<file path="src/rtl/adclk_pkg.sv">
package adclk_pkg;

    typedef enum logic [0:0] {
        MODE_BASE  = 1'b0,
        MODE_AMORT = 1'b1
    } rate_mode_e;

    typedef struct packed {
        logic load;
        logic step;
        logic amort;
    } cmd_grant_t;

endpackage

</file>
<file path="src/rtl/adclk_cmd_arb.sv">
module adclk_cmd_arb
    import adclk_pkg::*;
#(
    parameter int STEP_W = 40,
    parameter int OFS_W  = 32,
    parameter int CNT_W  = 32
) (
    input  logic              load_en,
    input  logic              step_wr,
    input  logic [STEP_W-1:0] step_val,
    input  logic              amort_req,
    input  logic [OFS_W-1:0]  amort_ofs,
    input  logic [CNT_W-1:0]  amort_ticks,
    input  logic [STEP_W-1:0] base_q,
    input  logic [OFS_W-1:0]  ofs_q,
    input  rate_mode_e        mode_q,
    output cmd_grant_t        grant
);

    localparam int SUM_W = STEP_W + 2;

    // True when base + signed offset is strictly positive and still fits STEP_W bits.
    function automatic logic sum_ok(input logic [STEP_W-1:0] b, input logic [OFS_W-1:0] o);
        logic [SUM_W-1:0] s;
        s = {2'b00, b} + {{(SUM_W-OFS_W){o[OFS_W-1]}}, o};
        return (s[SUM_W-1:STEP_W] == 2'b00) && (s != '0);
    endfunction

    logic              amort_live;
    logic [STEP_W-1:0] base_next;

    always_comb begin
        grant       = '0;
        grant.load  = load_en;
        // A load in the same cycle ends the amortization, so its offset no longer constrains the write.
        amort_live  = (mode_q == MODE_AMORT) && !load_en;
        grant.step  = step_wr && (step_val != '0) &&
                      (!amort_live || sum_ok(step_val, ofs_q));
        base_next   = grant.step ? step_val : base_q;
        grant.amort = amort_req && !load_en && (amort_ticks != '0) &&
                      sum_ok(base_next, amort_ofs);
    end

endmodule

</file>
<file path="src/rtl/adclk_rate_ctl.sv">
module adclk_rate_ctl
    import adclk_pkg::*;
#(
    parameter int          STEP_W     = 40,
    parameter int          OFS_W      = 32,
    parameter int          CNT_W      = 32,
    parameter longint unsigned RESET_STEP = 64'd23058430092
) (
    input  logic              clk,
    input  logic              rst_n,
    input  logic              tick,
    input  cmd_grant_t        grant,
    input  logic [STEP_W-1:0] step_val,
    input  logic [OFS_W-1:0]  amort_ofs,
    input  logic [CNT_W-1:0]  amort_ticks,
    output logic [STEP_W-1:0] base_q,
    output logic [OFS_W-1:0]  ofs_q,
    output rate_mode_e        mode_q,
    output logic [STEP_W-1:0] eff_step
);

    localparam int EXT_OFS = STEP_W - OFS_W;

    typedef struct packed {
        logic [STEP_W-1:0] base;
        logic [OFS_W-1:0]  ofs;
        logic [CNT_W-1:0]  cnt;
        rate_mode_e        mode;
    } rate_t;

    rate_t st_d, st_q;

    always_comb begin
        st_d = st_q;
        if (grant.step) begin
            st_d.base = step_val;
        end
        if (tick && (st_q.mode == MODE_AMORT)) begin
            st_d.cnt = st_q.cnt - 1'b1;
            if (st_q.cnt == {{(CNT_W-1){1'b0}}, 1'b1}) begin
                st_d.mode = MODE_BASE;
            end
        end
        if (grant.amort) begin
            st_d.ofs  = amort_ofs;
            st_d.cnt  = amort_ticks;
            st_d.mode = MODE_AMORT;
        end
        if (grant.load) begin
            st_d.cnt  = '0;
            st_d.mode = MODE_BASE;
        end
    end

    always_ff @(posedge clk or negedge rst_n) begin
        if (!rst_n) begin
            st_q.base <= STEP_W'(RESET_STEP);
            st_q.ofs  <= '0;
            st_q.cnt  <= '0;
            st_q.mode <= MODE_BASE;
        end else begin
            st_q <= st_d;
        end
    end

    always_comb begin
        if (st_q.mode == MODE_AMORT) begin
            eff_step = st_q.base + {{EXT_OFS{st_q.ofs[OFS_W-1]}}, st_q.ofs};
        end else begin
            eff_step = st_q.base;
        end
    end

    assign base_q = st_q.base;
    assign ofs_q  = st_q.ofs;
    assign mode_q = st_q.mode;

endmodule

</file>
<file path="src/rtl/adclk_accum.sv">
module adclk_accum #(
    parameter int TIME_W = 64,
    parameter int EXT_W  = 28,
    parameter int STEP_W = 40
) (
    input  logic              clk,
    input  logic              rst_n,
    input  logic              tick,
    input  logic              load_en,
    input  logic [TIME_W-1:0] load_time,
    input  logic [STEP_W-1:0] eff_step,
    output logic [TIME_W-1:0] time_now
);

    localparam int ACC_W = TIME_W + EXT_W;

    typedef struct packed {
        logic [ACC_W-1:0] acc;
    } acc_t;

    acc_t             ac_d, ac_q;
    logic [ACC_W-1:0] load_word;
    logic [ACC_W-1:0] step_word;

    generate
        if (EXT_W > 0) begin : g_ext
            assign load_word = {load_time, {EXT_W{1'b0}}};
        end else begin : g_noext
            assign load_word = load_time;
        end
        if (ACC_W > STEP_W) begin : g_pad
            assign step_word = {{(ACC_W-STEP_W){1'b0}}, eff_step};
        end else begin : g_nopad
            assign step_word = eff_step[ACC_W-1:0];
        end
    endgenerate

    always_comb begin
        ac_d = ac_q;
        if (load_en) begin
            ac_d.acc = load_word;
        end else if (tick) begin
            ac_d.acc = ac_q.acc + step_word;
        end
    end

    always_ff @(posedge clk or negedge rst_n) begin
        if (!rst_n) begin
            ac_q.acc <= '0;
        end else begin
            ac_q <= ac_d;
        end
    end

    assign time_now = ac_q.acc[ACC_W-1 -: TIME_W];

endmodule

</file>
<file path="src/rtl/adder_clock.sv">
module adder_clock
    import adclk_pkg::*;
#(
    parameter int              SEC_W      = 32,
    parameter int              FRAC_W     = 32,
    parameter int              EXT_W      = 28,
    parameter int              STEP_W     = 40,
    parameter int              OFS_W      = 32,
    parameter int              CNT_W      = 32,
    parameter longint unsigned RESET_STEP = 64'd23058430092,
    localparam int             TIME_W     = SEC_W + FRAC_W
) (
    input  logic              clk,
    input  logic              rst_n,
    input  logic              tick,
    input  logic              load_en,
    input  logic [TIME_W-1:0] load_time,
    input  logic              step_wr,
    input  logic [STEP_W-1:0] step_val,
    input  logic              amort_req,
    input  logic [OFS_W-1:0]  amort_ofs,
    input  logic [CNT_W-1:0]  amort_ticks,
    output logic [TIME_W-1:0] time_now,
    output logic              amort_busy
);

    cmd_grant_t        grant;
    logic [STEP_W-1:0] base_q;
    logic [OFS_W-1:0]  ofs_q;
    rate_mode_e        mode_q;
    logic [STEP_W-1:0] eff_step;

    adclk_cmd_arb #(
        .STEP_W(STEP_W), .OFS_W(OFS_W), .CNT_W(CNT_W)
    ) u_arb (
        .load_en    (load_en),
        .step_wr    (step_wr),
        .step_val   (step_val),
        .amort_req  (amort_req),
        .amort_ofs  (amort_ofs),
        .amort_ticks(amort_ticks),
        .base_q     (base_q),
        .ofs_q      (ofs_q),
        .mode_q     (mode_q),
        .grant      (grant)
    );

    adclk_rate_ctl #(
        .STEP_W(STEP_W), .OFS_W(OFS_W), .CNT_W(CNT_W), .RESET_STEP(RESET_STEP)
    ) u_rate (
        .clk        (clk),
        .rst_n      (rst_n),
        .tick       (tick),
        .grant      (grant),
        .step_val   (step_val),
        .amort_ofs  (amort_ofs),
        .amort_ticks(amort_ticks),
        .base_q     (base_q),
        .ofs_q      (ofs_q),
        .mode_q     (mode_q),
        .eff_step   (eff_step)
    );

    adclk_accum #(
        .TIME_W(TIME_W), .EXT_W(EXT_W), .STEP_W(STEP_W)
    ) u_acc (
        .clk      (clk),
        .rst_n    (rst_n),
        .tick     (tick),
        .load_en  (load_en),
        .load_time(load_time),
        .eff_step (eff_step),
        .time_now (time_now)
    );

    assign amort_busy = (mode_q == MODE_AMORT);

endmodule

</file>
<file path="config.mk">
export PLATFORM = sky130hd
export DESIGN_NAME = adder_clock
export DESIGN_NICKNAME = d
export VERILOG_FILES = /design/src/rtl/adclk_pkg.sv /design/src/rtl/adclk_cmd_arb.sv /design/src/rtl/adclk_rate_ctl.sv /design/src/rtl/adclk_accum.sv /design/src/rtl/adder_clock.sv
export SDC_FILE = /design/constraint.sdc
export NUM_CORES = 1
export LEC_CHECK = 0
export BUFFER_PORTS_ARGS = -buffer_cell sky130_fd_sc_hd__buf_2
export CAP_MARGIN = 25
export CORE_UTILIZATION = 35
export CTS_BUF_LIST = sky130_fd_sc_hd__clkbuf_8
export CTS_CLUSTER_SIZE = 20
export DETAILED_ROUTE_END_ITERATION = 12
export PLACE_DENSITY = 0.53
export SYNTH_ARGS = -nofsm -noshare
export SYNTH_HDL_FRONTEND = slang
export SYNTH_SLANG_ARGS = --single-unit
</file>
<file path="constraint.sdc">
create_clock -name clk -period 7.55 [get_ports clk]
set_input_delay 1.51 -clock clk [delete_from_list [all_inputs] [get_ports clk]]
set_output_delay 1.51 -clock clk [all_outputs]
set_load 0.01 [all_outputs]
</file>
Word-level counts from Yosys, hierarchy flattened:

Index checks and enable logic that the tools add are counted.

* bits of input ports: 174
* bits in registers: 197
* logic and storage cells: 41

* add/subtract/negate cells: 5
* multiplexer cells: 8
* reduce and logical (&&, ||, !) cells: 22
* eq/ne operators: 1

Operators with widths (count)
* $mux 92: 2
* $mux 33: 3
* $add 92x40->92: 1
* $add 41x32->42: 2
* $reduce_bool 42->1: 2
* $mux 40: 2
* $add 40x40->40: 1
* $reduce_bool 40->1: 1
* $eq 32x1->1 const B: 1
* $reduce_bool 32->1: 1
* $sub 32x1->32 const B: 1
* $logic_and 1x1->1: 9
* $reduce_bool 3->1: 2
* $logic_not 2->1: 2
* $logic_not 1->1: 2
* $reduce_and 2->1: 1
* $reduce_bool 2->1: 1
* $logic_or 1x1->1: 1
* $mux 1: 1

Longest topological paths before layout:

Gate-level depths: netlist of run 1.

* word-level depth: 12
* gate-level depth with buffers: 31
* depth with buffers taken out: 27

Cells and area by module:

Synthesis of run 1 repeated with hierarchy kept, for this count alone.

* cell total of the unflattened synthesis: 2696
* area total of the unflattened synthesis: 21953.6 µm²

Modules (own cells, without submodules)
* adclk_accum: area each 8174.1 µm², instances 1, seq. area each 2302.2 µm², cells an instance 986
* adclk_rate_ctl: area each 7820.0 µm², instances 1, seq. area each 2650.0 µm², cells an instance 832
* adclk_cmd_arb: area each 5959.5 µm², instances 1, seq. area each 0.0 µm², cells an instance 878

Worst setup path after synthesis of run 1:

OpenSTA, ideal clock, no wires.

* path kind: input port to flip-flop
* start point: input port step_val[0]
* end point: register u_rate.st_q, in the netlist u_rate.ofs_q[0]
* path slack: -0.348 ns
* arrival time: 7.771 ns
* buffers on the path: 2
* setup time: 0.128 ns
* stages: 27
* path through: ha_1 fa_1 a2111oi_2 nand4_1 nor4_1 nand4_1 a2111o_1 nor4_1 nand4_1 nor4_2 clkbuf_1 nand4_1 o211ai_1 ha_1 inv_1 fa_1 nor2b_1 o311a_1 o211a_1 o21ai_1 a2111oi_0 o21ai_0 a211o_1 a31o_2 a21oi_2 buf_2 mux2_1

* cells in the longest elaborated chain, start to end: 10
* elaborated cells on any way between the ends: 14
* classes of those cells: add/sub (2); mux (1); reduce/logical (11)

Ends and longest elaborated chain
* start, declared: RTL line adder_clock.sv:19 `input logic [STEP_W-1:0] step_val,`
* $add 41x32->42: RTL line adclk_cmd_arb.sv:25 `s = {2'b00, b} + {{(SUM_W-OFS_W){o[OFS_W-1]}}, o};`
* $reduce_bool 42->1 / $logic_not 2->1 (equally long branches): RTL line adclk_cmd_arb.sv:26 `return (s[SUM_W-1:STEP_W] == 2'b00) && (s != '0);`
* $logic_and 1x1->1: RTL line adclk_cmd_arb.sv:26
* $logic_or 1x1->1: RTL line adclk_cmd_arb.sv:38 `(!amort_live || sum_ok(step_val, ofs_q));`
* $logic_and 1x1->1: RTL line adclk_cmd_arb.sv:37 `grant.step = step_wr && (step_val != '0) &&`
* $mux 40 *: RTL line adclk_cmd_arb.sv:39 `base_next = grant.step ? step_val : base_q;`
* net u_arb.base_next[0]: RTL line adclk_cmd_arb.sv:30 `logic [STEP_W-1:0] base_next;`
* $add 41x32->42 *: RTL line adclk_cmd_arb.sv:25
* $reduce_bool 42->1 / $logic_not 2->1 (equally long branches): RTL line adclk_cmd_arb.sv:26
* $logic_and 1x1->1 *: RTL line adclk_cmd_arb.sv:26
* $logic_and 1x1->1 *: RTL line adclk_cmd_arb.sv:40 `grant.amort = amort_req && !load_en && (amort_ticks != '0) &&`
* end signal, assigned: RTL line adclk_rate_ctl.sv:62 `st_q <= st_d;`
* end, declared: RTL line adclk_rate_ctl.sv:31 `rate_t st_d, st_q;`

The timed path passes the listed nets; every way through them passes the cells marked *.
A chain may end at the register's enable or synchronous reset.

Final worst setup path of run 1:

* start point: input port step_val[14]
* end point: register u_rate.st_q, in the netlist u_rate.ofs_q[31]

* cells in the longest elaborated chain, start to end: 10
* elaborated cells on any way between the ends: 14
* classes of those cells: add/sub (2); mux (1); reduce/logical (11)

Ends and longest elaborated chain (RTL line)
* $add 41x32->42: adclk_cmd_arb.sv:25
* $reduce_bool 42->1 / $logic_not 2->1 (equally long branches): adclk_cmd_arb.sv:26
* $logic_and 1x1->1: adclk_cmd_arb.sv:26
* $logic_or 1x1->1: adclk_cmd_arb.sv:38
* $logic_and 1x1->1 *: adclk_cmd_arb.sv:37
* $mux 40 *: adclk_cmd_arb.sv:39
* net u_arb.base_next[19]: adclk_cmd_arb.sv:30
* $add 41x32->42 *: adclk_cmd_arb.sv:25
* $reduce_bool 42->1 / $logic_not 2->1 (equally long branches): adclk_cmd_arb.sv:26
* $logic_and 1x1->1 *: adclk_cmd_arb.sv:26
* $logic_and 1x1->1 *: adclk_cmd_arb.sv:40

Marked as above.

==> results.txt, run 1 <==
Root Buffer -> clkbuf_8
DR iter-0 viols -> 1584
Layout fillers -> 5635
Comb pwr share -> 0.763
Clock Path Buffers -> 2
Netlist cell types -> 89
Clock Sinks -> 197
max_cap viols -> 0
clock slew at reported path FFs -> 0.11 ns
Worst Max-Slew Pin Slew -> 0.9365 ns
Worst EP required -> 8.03 ns
DR WL/cell -> 21.47 µm
DP HPWL -> 64630 µm
Cell Int Power -> 5412 µW
Crit path largest cell delay -> 0.46 ns
fin area -> 26300 µm²
status -> finished, violations left
Synth Cell Area -> 20330 µm²
clock power share -> 0.070
share of cells above drive strength 1 -> 0.3132
final setup vio count -> 65
Die X-Extent -> 243.0 µm
Die Area -> 59070 µm²
antenna violations before repair -> 3
Worst VDD drop -> 180.3 µV
ANT nets after route -> 0
Mapped Cells -> 2527
worst-path fanout max -> 33
launching element type of the critical path -> primary input
synth top area cells -> dfrtp_1 22%, ha_1 10%, nand2_1 5.6%
IO buf count -> 238
DRC Markers -> 0
final WL -> 82000 µm
Post-synth EDFFs -> 0
worst rel slew slack -> 0.3750
Final Critical Period -> 7.736 ns
Mapped Avg Cell Area -> 8.047 µm²
skew final -> 0.02469 ns
Synth Net Count -> 2868
sequential area share after synthesis -> 0.2435
First-pass DRT Iterations -> 7
IO Pins -> 239
Layout Utilization -> 0.4619
H-Tree Depth -> 4
async set or reset register ratio after synthesis -> 1.000
cts bufs inserted -> 17
critical path type -> in -> reg
Final WS setup -> -0.1856 ns
vias in the first global route -> 21210
failing checks -> setup timing
via count -> 22000
worst-skew pair later-pin latency -> 0.60 ns
final net count -> 3390
first-pass GRT wire length -> 124500 µm
Area Growth Syn to Fin -> 29.31%
core box area -> 56930 µm²
DP Area -> 24660 µm²
predominant post-synthesis flop cell -> dfrtp_1
Net Sw Frac -> 0.5022
Worst EP arrival -> 8.22 ns
Power Dens Cells -> 413.4 nW/µm²
Final Cycle Share -> 1.025
fin. max-slew vios -> 0
Syn. warnings -> 0
Final GP Congestion -> 0.9834
overall power -> 10870 µW
Leak -> 0.01194 µW
GRT overflow -> 0
register bit count reported by yosys -> 197
Die Y -> 243.0 µm
CP max-delay cell -> ha_2
unrepaired setup endpoints after global routing -> yes
Reg2Reg Depth -> 28
Hold WC Path Type -> reg -> reg
largest area contributor in the netlist -> dfrtp_1
largest net degree at the start of global routing -> 114
top cell type's share of synthesized area -> 0.2203
Most common cell on crit path -> buf_4
FMAX -> 129.3 MHz
Reg power frac -> 0.167
switching power -> 5459 µW
site row count -> 87
Initial Util -> 0.3572
Critical Path Sink Type -> register
hold path depth -> 2
GR Util All Layers -> 0.2725
drt via density -> 5.758
CTS tree -> built
final hold vios -> 0
per-stage QoR:
stage	std cells	setup TNS (ns)	setup WS [ns]	hold slack (ns)
floorplan	2527	-0.3317	-0.01891	0.4563
global placement	3743	-58.16	-0.9659	0.4990
detailed placement	3743	-59.22	-0.9750	0.5115
CTS	3801	-0.03272	-0.01101	0.5437
global route	3820	-24.30	-0.4264	0.5580
finish	3820	-8.207	-0.1856	0.5397
cell usage in the layout (no fill, tap or decap), drive strengths merged, types with 12 or more instances in the layout:
cell    Yosys  layout
nor2b      22      22
buf       104     689
clkbuf     84      20
o21a       26      26
o211ai     58      58
o31ai      50      50
mux2i      27      27
a211oi     28      28
o21bai     22      22
nand2b     21      21
ha        163     163
mux2       82      82
o21ai     145     145
nand3      63      63
and2       20      20
or3        12      12
nand2     303     303
inv        65      75
a21oi     179     179
nor3       61      61
a31oi      22      22
and3       24      24
a21o       84      84
dfstp      18      18
xor2       63      63
nand4      99      99
dfrtp     179     179
xnor2     101     101
nor2      153     153
nor4       57      57
registers in the layout, indices dropped and copies added (netlist names):
name           flops
u_rate.ofs_q      32
u_rate.base_q     40
u_rate.mode_q      1
u_rate.st_q       32
u_acc.ac_q        92
area by class of cell:
class / count / area, µm² / share of cell area
clock buffers: 18 / 247.7 / 0.009421
multi-input cells: 2077 / 14900 / 0.5665
well taps: 756 / 945.9 / 0.03597
repair buffers: 691 / 4845 / 0.1842
flip-flops and latches: 197 / 4954 / 0.1884
diodes: 2 / 5.005 / 0.0001903
inverters: 65 / 244.0 / 0.009279
clock inverters: 14 / 157.7 / 0.005995
cell usage after synthesis (8+ instances only):
| master | number |
|---|---|
| dfrtp_1 | 179 |
| nand2b_1 | 21 |
| a211oi_1 | 26 |
| a21boi_0 | 8 |
| o2111ai_1 | 11 |
| nand2_1 | 303 |
| a21oi_1 | 177 |
| nor4_1 | 55 |
| nor2b_1 | 22 |
| o21a_1 | 26 |
| nor2_1 | 153 |
| a211o_1 | 10 |
| xor2_1 | 63 |
| buf_4 | 64 |
| o31ai_1 | 50 |
| clkbuf_1 | 82 |
| a31oi_1 | 22 |
| o21ai_0 | 134 |
| o21bai_1 | 22 |
| inv_1 | 64 |
| and3_1 | 24 |
| mux2i_1 | 27 |
| nand3_1 | 63 |
| xnor2_1 | 101 |
| dfstp_2 | 18 |
| and2_1 | 20 |
| or3_1 | 12 |
| nand3b_1 | 8 |
| a21o_1 | 84 |
| nand4_1 | 98 |
| buf_2 | 27 |
| o211ai_1 | 58 |
| or2_2 | 8 |
| or4_1 | 9 |
| mux2_2 | 57 |
| nor3_1 | 61 |
| ha_1 | 163 |
| and4_1 | 11 |
| mux2_1 | 25 |
| o21ai_1 | 11 |
power by group through the flow:
stage | sequential (µW) | combinational [µW] | clock, µW
after floorplan | 1620 | 4990 | 0
after global placement | 1820 | 7670 | 0
after detailed placement | 1820 | 7740 | 0
after CTS | 1810 | 7990 | 791
after global routing | 1850 | 9010 | 823
final | 1820 | 8290 | 764
cells by family (layout without fill, tap and decap cells):
kind of cell    count (synthesis)  after routing  synth area share
mux                           109            109           0.05870
buf+inv                       253            788           0.06288
compound gates                741            741            0.2421
fa+ha+maj                     167            167            0.1042
xor+xnor                      164            164           0.07064
flops                         197            197            0.2435
other cells                     0              2                 0
simple gates                  896            896            0.2179
layer usage:
layer  global-route usage  vias to the layer above  share of wire
li1                     -                    10430              -
met1               0.3609                    10600           0.44
met2               0.4437                      804           0.46
met3              0.03240                      156          0.058
met4               0.1204                        2          0.045
met5                    0                        -        0.00016
timing repair:
| action | 4_1_cts | 5_1_grt |
|---|---|---|
| hold buffers | 0 | 0 |
| setup buffers | 21 | 20 |
| endpoints found under the setup margin | 65 | 65 |
| pin swaps | 27 | 73 |
| gates resized for setup | 84 | 95 |
| cloned | 5 | 1 |
critical path, delay by kind of cell:
kind / cells / cell delay [ns]
AO/OA/AOI/OAI: 11 / 2.38
adder cells (fa/ha/maj): 2 / 0.79
XOR/XNOR: 1 / 0.19
multiplexers: 1 / 0.31
AND/OR/NAND/NOR: 8 / 1.77
buffers and inverters: 8 / 1.26
worst paths after layout:
| path | start | slack, ns | endpoint |
|---|---|---|---|
| max | step_val[14] | -0.19 | u_rate.ofs_q[31]$_DFFE_PN0P_ |
| min | u_acc.ac_q[6]$_DFFE_PN0P_ | 0.54 | u_acc.ac_q[6]$_DFFE_PN0P_ |
| max reg2reg | u_rate.ofs_q[31]$_DFFE_PN0P_ | 0.24 | u_rate.ofs_q[31]$_DFFE_PN0P_ |
| min reg2reg | u_acc.ac_q[6]$_DFFE_PN0P_ | 0.54 | u_acc.ac_q[6]$_DFFE_PN0P_ |
| max in group asynchronous | rst_n | 5.39 | u_rate.ofs_q[0]$_DFFE_PN0P_ |
| min in group asynchronous | rst_n | 0.97 | u_acc.ac_q[64]$_DFFE_PN0P_ |
(Power assumes the default switching activity.)
==> inputs of run 2 (changes only) <==
- RECOVER_POWER: unset -> 100
==> run 2 against run 1 <==
The flow finishes with violations (capacitance limit, slew limit, setup timing). Non-clock buffer count stayed put. Critical path depth increased by 1. Total power barely moved. Clock-buffer cell count unchanged. Via count barely moved. Utilization decreased by 0.19 points. Largest power group unchanged. Highest routed layer unchanged.
==> results.txt, run 2 (same netlist as run 1, synthesis figures left out) <==
status -> finished, violations left
failing checks -> capacitance limit, slew limit, setup timing
commonest non-fill, non-tap cells in the layout -> 431 x buf_4, 296 x nand2_1, 178 x dfrtp_1, 171 x buf_2, 159 x a21oi_1
final hold vios -> 0
worst-skew pair later-pin latency -> 0.60 ns
Worst Max-Slew Pin Slew -> 4.928 ns
DR iter-0 viols -> 1638
Root Buffer -> clkbuf_8
final setup vio count -> 65
site row count -> 87
critical path type -> in -> reg
via count -> 21980
max_cap viols -> 4
Area Growth Syn to Fin -> 28.77%
antenna violations before repair -> 3
clock slew at reported path FFs -> 0.12 ns
Final WS setup -> -0.2037 ns
worst rel slew slack -> -2.285
CTS tree -> built
Final GP Congestion -> 0.9834
final net count -> 3390
FMAX -> 129.0 MHz
Die Area -> 59070 µm²
Layout Utilization -> 0.4599
vias in the first global route -> 21210
max reg flops -> 92
commonest non-fill, non-tap cell in the layout -> buf_4
DRC Markers -> 0
Crit path largest cell delay -> 0.43 ns
IO buf count -> 238
fin. max-slew vios -> 318
CP max-delay cell -> ha_2
Setup WS pre-CTS -> -0.9750 ns
Worst EP required -> 8.03 ns
ANT nets after route -> 0
Die X-Extent -> 243.0 µm
worst-path fanout max -> 8
DR WL/cell -> 21.51 µm
Final Cycle Share -> 1.027
final WL -> 82160 µm
Clock Sinks -> 197
First-pass DRT Iterations -> 5
IO Pins -> 239
Clock Path Buffers -> 2
H-Tree Depth -> 4
Leak -> 0.01174 µW
Initial Util -> 0.3572
Final Critical Period -> 7.754 ns
Worst EP arrival -> 8.24 ns
skew final -> 0.02460 ns
drt via density -> 5.754
core box area -> 56930 µm²
unrepaired setup endpoints after global routing -> yes
launching element type of the critical path -> primary input
first-pass GRT wire length -> 124500 µm
Hold WC Path Type -> reg -> reg
GRT overflow -> 0
Worst VDD drop -> 180.3 µV
GR Util All Layers -> 0.2725
largest net degree at the start of global routing -> 114
share of cells above drive strength 1 -> 0.2910
Critical Path Sink Type -> register
cts bufs inserted -> 17
Power Dens Cells -> 414.8 nW/µm²
DP HPWL -> 64630 µm
Most flops, register -> u_acc.ac_q
Die Y -> 243.0 µm
==> run 2: report_power, final <==
| group | switching [µW] | internal [µW] |
|---|---|---|
| Clock | 479 | 286 |
| Sequential | 432 | 1390 |
| Combinational | 4550 | 3720 |
==> run 2: area by class of cell <==
cell class,count,area [µm²]
inverters,65,244.0
diodes,2,5.005
flip-flops and latches,197,4954
fillers,5683,30750
clock buffers,18,247.7
multi-input cells,2077,14900
well taps,756,945.9
repair buffers,691,4735
clock inverters,14,157.7
==> run 2: path summary, 6_finish.rpt <==
check                                               end  cells past startpoint                         start  slack (ns)
setup / recovery           u_rate.ofs_q[12]$_DFFE_PN0P_                     32                  step_val[14]       -0.20
hold / removal               u_acc.ac_q[14]$_DFFE_PN0P_                      1    u_acc.ac_q[14]$_DFFE_PN0P_        0.54
setup reg to reg           u_rate.ofs_q[12]$_DFFE_PN0P_                     30  u_rate.ofs_q[31]$_DFFE_PN0P_        0.23
hold reg to reg              u_acc.ac_q[14]$_DFFE_PN0P_                      1    u_acc.ac_q[14]$_DFFE_PN0P_        0.54
max in group asynchronous   u_rate.ofs_q[0]$_DFFE_PN0P_                      2                         rst_n        0.97
min in group asynchronous    u_acc.ac_q[64]$_DFFE_PN0P_                      1                         rst_n        2.68
==> run 2: worst max-delay path: cells and delay by family <==
| family | cells | cell delay, ns |
|---|---|---|
| muxes | 1 | 0.32 |
| adders and majority gates | 2 | 0.76 |
| buffers and inverters | 9 | 1.36 |
| xor gates and xnor gates | 1 | 0.19 |
| and+or+nand+nor | 9 | 1.99 |
| AOI/OAI and AO/OA | 10 | 2.06 |
==> run 2: routing by layer <==
metal	routed length [µm]	share of wire	global-route usage
met1	35840	0.44	0.3609
met2	38000	0.46	0.4437
met3	4718	0.057	0.03240
met4	3592	0.044	0.1204
met5	13	0.00016	0
==> run 2: repair_timing <==
action | CTS | global route
setup endpoints to repair | 65 | 65
cloned | 5 | 1
hold buffers | 0 | 0
buffers inserted | 21 | 20
resized for setup | 84 | 95
pin swaps | 27 | 73
==> run 2: per-stage QoR <==
step	total power [µW]	instances	area [µm²]	hold slack, ns	setup TNS [ns]
floorplan	6613	2527	20370	0.4563	-0.3317
global placement	9490	3743	24660	0.4990	-58.16
detailed placement	9568	3743	24660	0.5115	-59.22
CTS	10590	3801	25740	0.5437	-0.03272
global route	11680	3820	26190	0.5580	-30.52
finish	10860	3820	26190	0.5392	-9.346
